**config.mk**
```make
export PLATFORM = sky130hd
export DESIGN_NAME = led_blink_ctrl
export DESIGN_NICKNAME = d
export VERILOG_FILES = /design/src/rtl/led_blink_pkg.sv /design/src/rtl/led_timebase.sv /design/src/rtl/led_channel.sv /design/src/rtl/led_blink_ctrl.sv
export SDC_FILE = /design/constraint.sdc
export NUM_CORES = 1
export LEC_CHECK = 0
export BUFFER_PORTS_ARGS = -buffer_cell sky130_fd_sc_hd__buf_2
export CORE_AREA = 2 2 65 43
export DETAILED_ROUTE_END_ITERATION = 12
export DIE_AREA = 0 0 67 45
export MAX_ROUTING_LAYER = met4
export PLACE_DENSITY_LB_ADDON = 0.1
export SLEW_MARGIN = 15
export SYNTH_ARGS = -nofsm -noshare
export SYNTH_HDL_FRONTEND = slang
export SYNTH_HIERARCHICAL = 1
export SYNTH_SLANG_ARGS = --single-unit
```
**constraint.sdc**
```tcl
create_clock -name clk -period 4.3 [get_ports clk]
set_input_delay 0.215 -clock clk [delete_from_list [all_inputs] [get_ports clk]]
set_output_delay 0.215 -clock clk [all_outputs]
set_load 0.02 [all_outputs]
```
**src/rtl/led_blink_pkg.sv**
```systemverilog
package led_blink_pkg;

    localparam int PHASE_W = 3;

    typedef struct packed {
        logic [1:0] duty;
        logic       modulate;
        logic       off;
    } chan_cfg_t;

    typedef struct packed {
        chan_cfg_t red;
        chan_cfg_t blue;
        logic      blue_follow;
        logic      half;
    } led_cfg_t;

    localparam chan_cfg_t CHAN_DARK = '{duty: 2'b00, modulate: 1'b0, off: 1'b1};
    localparam led_cfg_t  CFG_RESET = '{red: CHAN_DARK, blue: CHAN_DARK,
                                        blue_follow: 1'b0, half: 1'b0};

    // Lit phases per period: 8 >> code.
    function automatic logic in_lit_phase(input logic [1:0] code,
                                          input logic [PHASE_W-1:0] ph);
        logic [PHASE_W:0] limit;
        limit = (PHASE_W+1)'(1 << PHASE_W) >> code;
        return {1'b0, ph} < limit;
    endfunction

endpackage

```
**src/rtl/led_timebase.sv**
```systemverilog
module led_timebase
    import led_blink_pkg::*;
#(
    parameter int PRESCALE_W = 12
) (
    input  logic               clk,
    input  logic               rst,
    input  logic               half_en,
    output logic [PHASE_W-1:0] phase,
    output logic               tick,
    output logic               strobe,
    output logic               period_end
);
    localparam logic [PRESCALE_W-1:0] PRE_TOP = '1;
    localparam logic [PHASE_W-1:0]    PH_LAST = '1;

    typedef struct packed {
        logic [PRESCALE_W-1:0] pre;
        logic                  half;
        logic [PHASE_W-1:0]    phase;
    } tb_state_t;

    tb_state_t st_d, st_q;
    logic      step;

    always_comb begin
        st_d       = st_q;
        tick       = (st_q.pre == PRE_TOP);
        step       = tick && (!half_en || st_q.half);
        st_d.pre   = st_q.pre + 1'b1;
        if (!half_en)
            st_d.half = 1'b0;
        else if (tick)
            st_d.half = !st_q.half;
        if (step)
            st_d.phase = st_q.phase + 1'b1;
        period_end = step && (st_q.phase == PH_LAST);
        strobe     = (st_q.pre[1:0] == 2'b00);
        phase      = st_q.phase;
    end

    always_ff @(posedge clk) begin
        if (rst)
            st_q <= '0;
        else
            st_q <= st_d;
    end

endmodule

```
**src/rtl/led_channel.sv**
```systemverilog
module led_channel
    import led_blink_pkg::*;
(
    input  logic               clk,
    input  logic               rst,
    input  chan_cfg_t          cfg,
    input  logic               gate,
    input  logic [PHASE_W-1:0] phase,
    input  logic               strobe,
    output logic               led
);
    logic led_d, led_q;
    logic pulse_mode;

    always_comb begin
        pulse_mode = cfg.modulate && (cfg.duty == 2'b00);
        led_d = !cfg.off && gate && in_lit_phase(cfg.duty, phase)
                && (!pulse_mode || strobe);
    end

    always_ff @(posedge clk) begin
        if (rst)
            led_q <= 1'b0;
        else
            led_q <= led_d;
    end

    assign led = led_q;

endmodule

```
**src/rtl/led_blink_ctrl.sv**
```systemverilog
module led_blink_ctrl
    import led_blink_pkg::*;
#(
    parameter int PRESCALE_W = 12
) (
    input  logic       clk,
    input  logic       rst,
    input  logic [1:0] red_duty,
    input  logic [1:0] blue_duty,
    input  logic       red_mod,
    input  logic       blue_mod,
    input  logic       red_off,
    input  logic       blue_off,
    input  logic       blue_follow,
    input  logic       half_rate,
    input  logic       sig_detect,
    output logic       led_red,
    output logic       led_blue
);
    localparam int NCHAN = 2;

    led_cfg_t           cfg_d, cfg_q;
    logic [PHASE_W-1:0] phase;
    logic               tick;
    logic               strobe;
    logic               period_end;
    chan_cfg_t          ch_cfg [NCHAN];
    logic               ch_gate[NCHAN];
    logic               ch_led [NCHAN];

    led_timebase #(.PRESCALE_W(PRESCALE_W)) u_timebase (
        .clk        (clk),
        .rst        (rst),
        .half_en    (cfg_q.half),
        .phase      (phase),
        .tick       (tick),
        .strobe     (strobe),
        .period_end (period_end)
    );

    always_comb begin
        cfg_d = cfg_q;
        if (period_end) begin
            cfg_d.red         = '{duty: red_duty,  modulate: red_mod,  off: red_off};
            cfg_d.blue        = '{duty: blue_duty, modulate: blue_mod, off: blue_off};
            cfg_d.blue_follow = blue_follow;
            cfg_d.half        = half_rate;
        end
    end

    always_ff @(posedge clk) begin
        if (rst)
            cfg_q <= CFG_RESET;
        else
            cfg_q <= cfg_d;
    end

    always_comb begin
        ch_cfg[0]  = cfg_q.red;
        ch_gate[0] = 1'b1;
        ch_cfg[1]  = cfg_q.blue;
        ch_gate[1] = !cfg_q.blue_follow || sig_detect;
    end

    for (genvar c = 0; c < NCHAN; c++) begin : g_chan
        led_channel u_chan (
            .clk    (clk),
            .rst    (rst),
            .cfg    (ch_cfg[c]),
            .gate   (ch_gate[c]),
            .phase  (phase),
            .strobe (strobe),
            .led    (ch_led[c])
        );
    end

    assign led_red  = ch_led[0];
    assign led_blue = ch_led[1];

endmodule

```
==> flow_summary.json <==
{
  "vias_per_cell": 5.42,
  "drt-wirelength-per-cell_um": 12.8,
  "clkSlewWorstSetupHoldPaths_ns": 0.09,
  "cts-resized-gates": 0,
  "syn_to_final_growth_pct": 10.1,
  "die_h_um": 45,
  "critPathBufInv": 0,
  "reg2reg_from": "u_timebase/st_q[4]",
  "root_buffer": "clkbuf_8",
  "cts_buffer_depth": 2,
  "h-tree-depth": 1,
  "globalRouteTotalUtil_pct": 19.2,
  "critPathMaxStageDelay_ns": 0.45,
  "antenna_found_initial": 0,
  "totalWireLength_um": 2390,
  "synth-seq-area-share_pct": 40.8,
  "final_common_cell": "dfxtp_1",
  "required_ns": 4.47,
  "layout.nets": 177,
  "dpl_worst_slack_ns": 2.19,
  "ys_ff_latch": 28,
  "cts.sinks": 28,
  "cp-start-kind": "flop",
  "drt_iter0_drc": 35,
  "grt_pass1_wl_um": 4110,
  "hold_viol_final": 0,
  "ff2ff_setup_slack_ns": 2.17,
  "crit_chain": "ha_1 > nand3_4 > a2111oi_4 > and2_2 > nor2b_1 > a211o_2",
  "rsz0062_at_grt": "false",
  "cts_setup_buffers": 0,
  "grt_max_degree": 28,
  "syn-instance-count": 143,
  "portBuffers": 14,
  "syn_area_um2": 1370,
  "hp-start": "red_off",
  "tns_ns": 0,
  "r2r_cells": 6,
  "core_um2": 2380,
  "start_util_pct": 57.6,
  "rows": 14,
  "cap_violations": 0,
  "setup_ws_ns": 2.17,
  "drive_gt1_share_pct": 16.8,
  "clock_skew_ns": 0.00170,
  "vias": 1014,
  "whs_path_depth": 2,
  "maxClockFrequency_ghz": 0.469,
  "whs_endpoint": "cfg_q[6]",
  "syn_nets": 164,
  "yosysWarnings": 6,
  "dp_hpwl_um": 1790,
  "avgSynthCellArea_um2": 9.60,
  "cp_slowest_cell": "a2111oi_4",
  "overflow": 0,
  "status": "complete, no violations",
  "power_uw": 487,
  "final_util_pct": 63.4,
  "ctsHoldBuffers": 0,
  "crit_type": "reg -> reg",
  "yosysUniqueCellTypes": 35,
  "globalplace.congestion": 0.783,
  "cts_buffers": 3,
  "fin_crit_sh_pct": 49.6,
  "ir_drop_v": 0.000159,
  "final_cell_mix": "dfxtp_1, nor2_1, buf_2",
  "crit_path_end_kind": "flop",
  "drtAntennaViolNets": 0,
  "remaining_drc_errors": 0,
  "cp_max_fo": 12,
  "clkLatencyLatePin_ns": 0.28,
  "antenna_cells": 0,
  "die_w_um": 67,
  "grt_pass1_vias": 920,
  "path_delay_family": "compound AO/OA/AOI/OAI gates",
  "finalCriticalPeriod_ns": 2.13,
  "die_area_um2": 3020,
  "drtPass1Iterations": 4,
  "r2r_end": "cfg_q[2]",
  "cts_tree": "done",
  "io_pins": 15,
  "fillCellCount": 213,
  "setup_viol": 0,
  "leakagePower_uw": 0.000543,
  "holdCritPathClass": "in -> reg",
  "critPathArrivalTime_ns": 2.31,
  "power_density_nw_per_um2": 322,
  "drv_slew": 0
}
## report_power, final
part | total, µW | internal (µW) | switching [µW]
logic | 16.6 | 7.56 | 9.08
registers | 264 | 261 | 2.81
clock network | 206 | 125 | 81.6
## worst max path at each step
| stage | start | end | slack [ns] | cells past startpoint |
|---|---|---|---|---|
| finish | u_timebase/st_q[4] | cfg_q[2] | 2.17 | 6 |
| global route | u_timebase/st_q[4] | cfg_q[8] | 2.06 | 6 |
| CTS | u_timebase/st_q[4] | cfg_q[2] | 2.16 | 6 |
| detailed placement | u_timebase/st_q[4] | cfg_q[2] | 2.19 | 6 |
| global placement | u_timebase/st_q[4] | cfg_q[2] | 2.24 | 6 |
| floorplan | u_timebase/st_q[4] | cfg_q[0] | 2.45 | 7 |
## layer usage
metal	up-vias	wire length, µm	GRT usage, %
li1	528	-	-
met1	468	1290	25.7
met2	13	966	27.7
met3	5	104	5.99
met4	0	35	6.12
met5	-	0	-
## kinds of logic (layout without fill, tap and decap cells)
| logic type | after synthesis | after routing | synth area share [%] |
|---|---|---|---|
| flip-flops | 28 | 28 | 40.8 |
| XOR/XNOR | 3 | 3 | 1.91 |
| adder cells (fa/ha/maj) | 8 | 8 | 7.29 |
| AND/OR/NAND/NOR | 54 | 54 | 23.4 |
| multiplexers | 12 | 12 | 9.12 |
| other | 1 | 1 | 0.273 |
| AO/OA/AOI/OAI | 25 | 25 | 12.4 |
| buffers and inverters | 12 | 24 | 4.74 |
## per-stage QoR
stage / cell area, µm² / hold slack [ns] / std cells
after CTS: 1510 / 0.143 / 187
final: 1510 / 0.150 / 187
after floorplan: 1370 / 0.284 / 143
after global routing: 1510 / 0.143 / 187
after detailed placement: 1440 / 0.436 / 183
after global placement: 1440 / 0.430 / 183
## registers in the layout, indices dropped and copies added (netlist names)
| name | flops |
|---|---|
| u_timebase/phase | 3 |
| cfg_q | 10 |
| u_timebase/st_q | 13 |
| g_chan.u_chan/led | 2 |
## area by class of cell
type,count,area [µm²],share of cell area (%)
multi-input cells,103,747,49.4
flip-flops and latches,28,561,37.1
repair buffers,14,70.1,4.64
clock buffers,3,41.3,2.73
well taps,32,40.0,2.65
clock inverters,1,30.0,1.99
inverters,6,22.5,1.49
## synth_stat cells
master / count / share of area [%]
a2111oi_4: 1 / 2.0
a211o_2: 2 / 1.5
a21oi_1: 9 / 3.3
a31oi_1: 2 / 0.91
and2_2: 1 / 0.55
and2b_1: 1 / 0.55
buf_4: 3 / 1.6
buf_6: 1 / 0.82
clkbuf_1: 1 / 0.27
clkbuf_2: 1 / 0.36
conb_1: 1 / 0.27
dfxtp_1: 28 / 41
ha_1: 8 / 7.3
inv_1: 6 / 1.6
mux2_4: 1 / 1.1
mux2i_1: 11 / 8.0
nand2_1: 6 / 1.6
nand2b_1: 3 / 1.4
nand3_1: 5 / 1.8
nand3_4: 1 / 1.3
nand4_1: 3 / 1.4
nand4_2: 1 / 0.91
nand4_4: 1 / 1.5
nor2_1: 17 / 4.6
nor2b_1: 3 / 1.4
nor3_1: 1 / 0.36
o21ai_0: 6 / 2.2
o22ai_1: 2 / 0.91
o31ai_1: 3 / 1.6
or2b_1: 2 / 1.1
or3_1: 4 / 1.8
or4_1: 3 / 1.6
or4b_1: 2 / 1.5
xnor2_1: 2 / 1.3
xor2_1: 1 / 0.64
No activity file was read; power rests on OpenSTA's default activity.
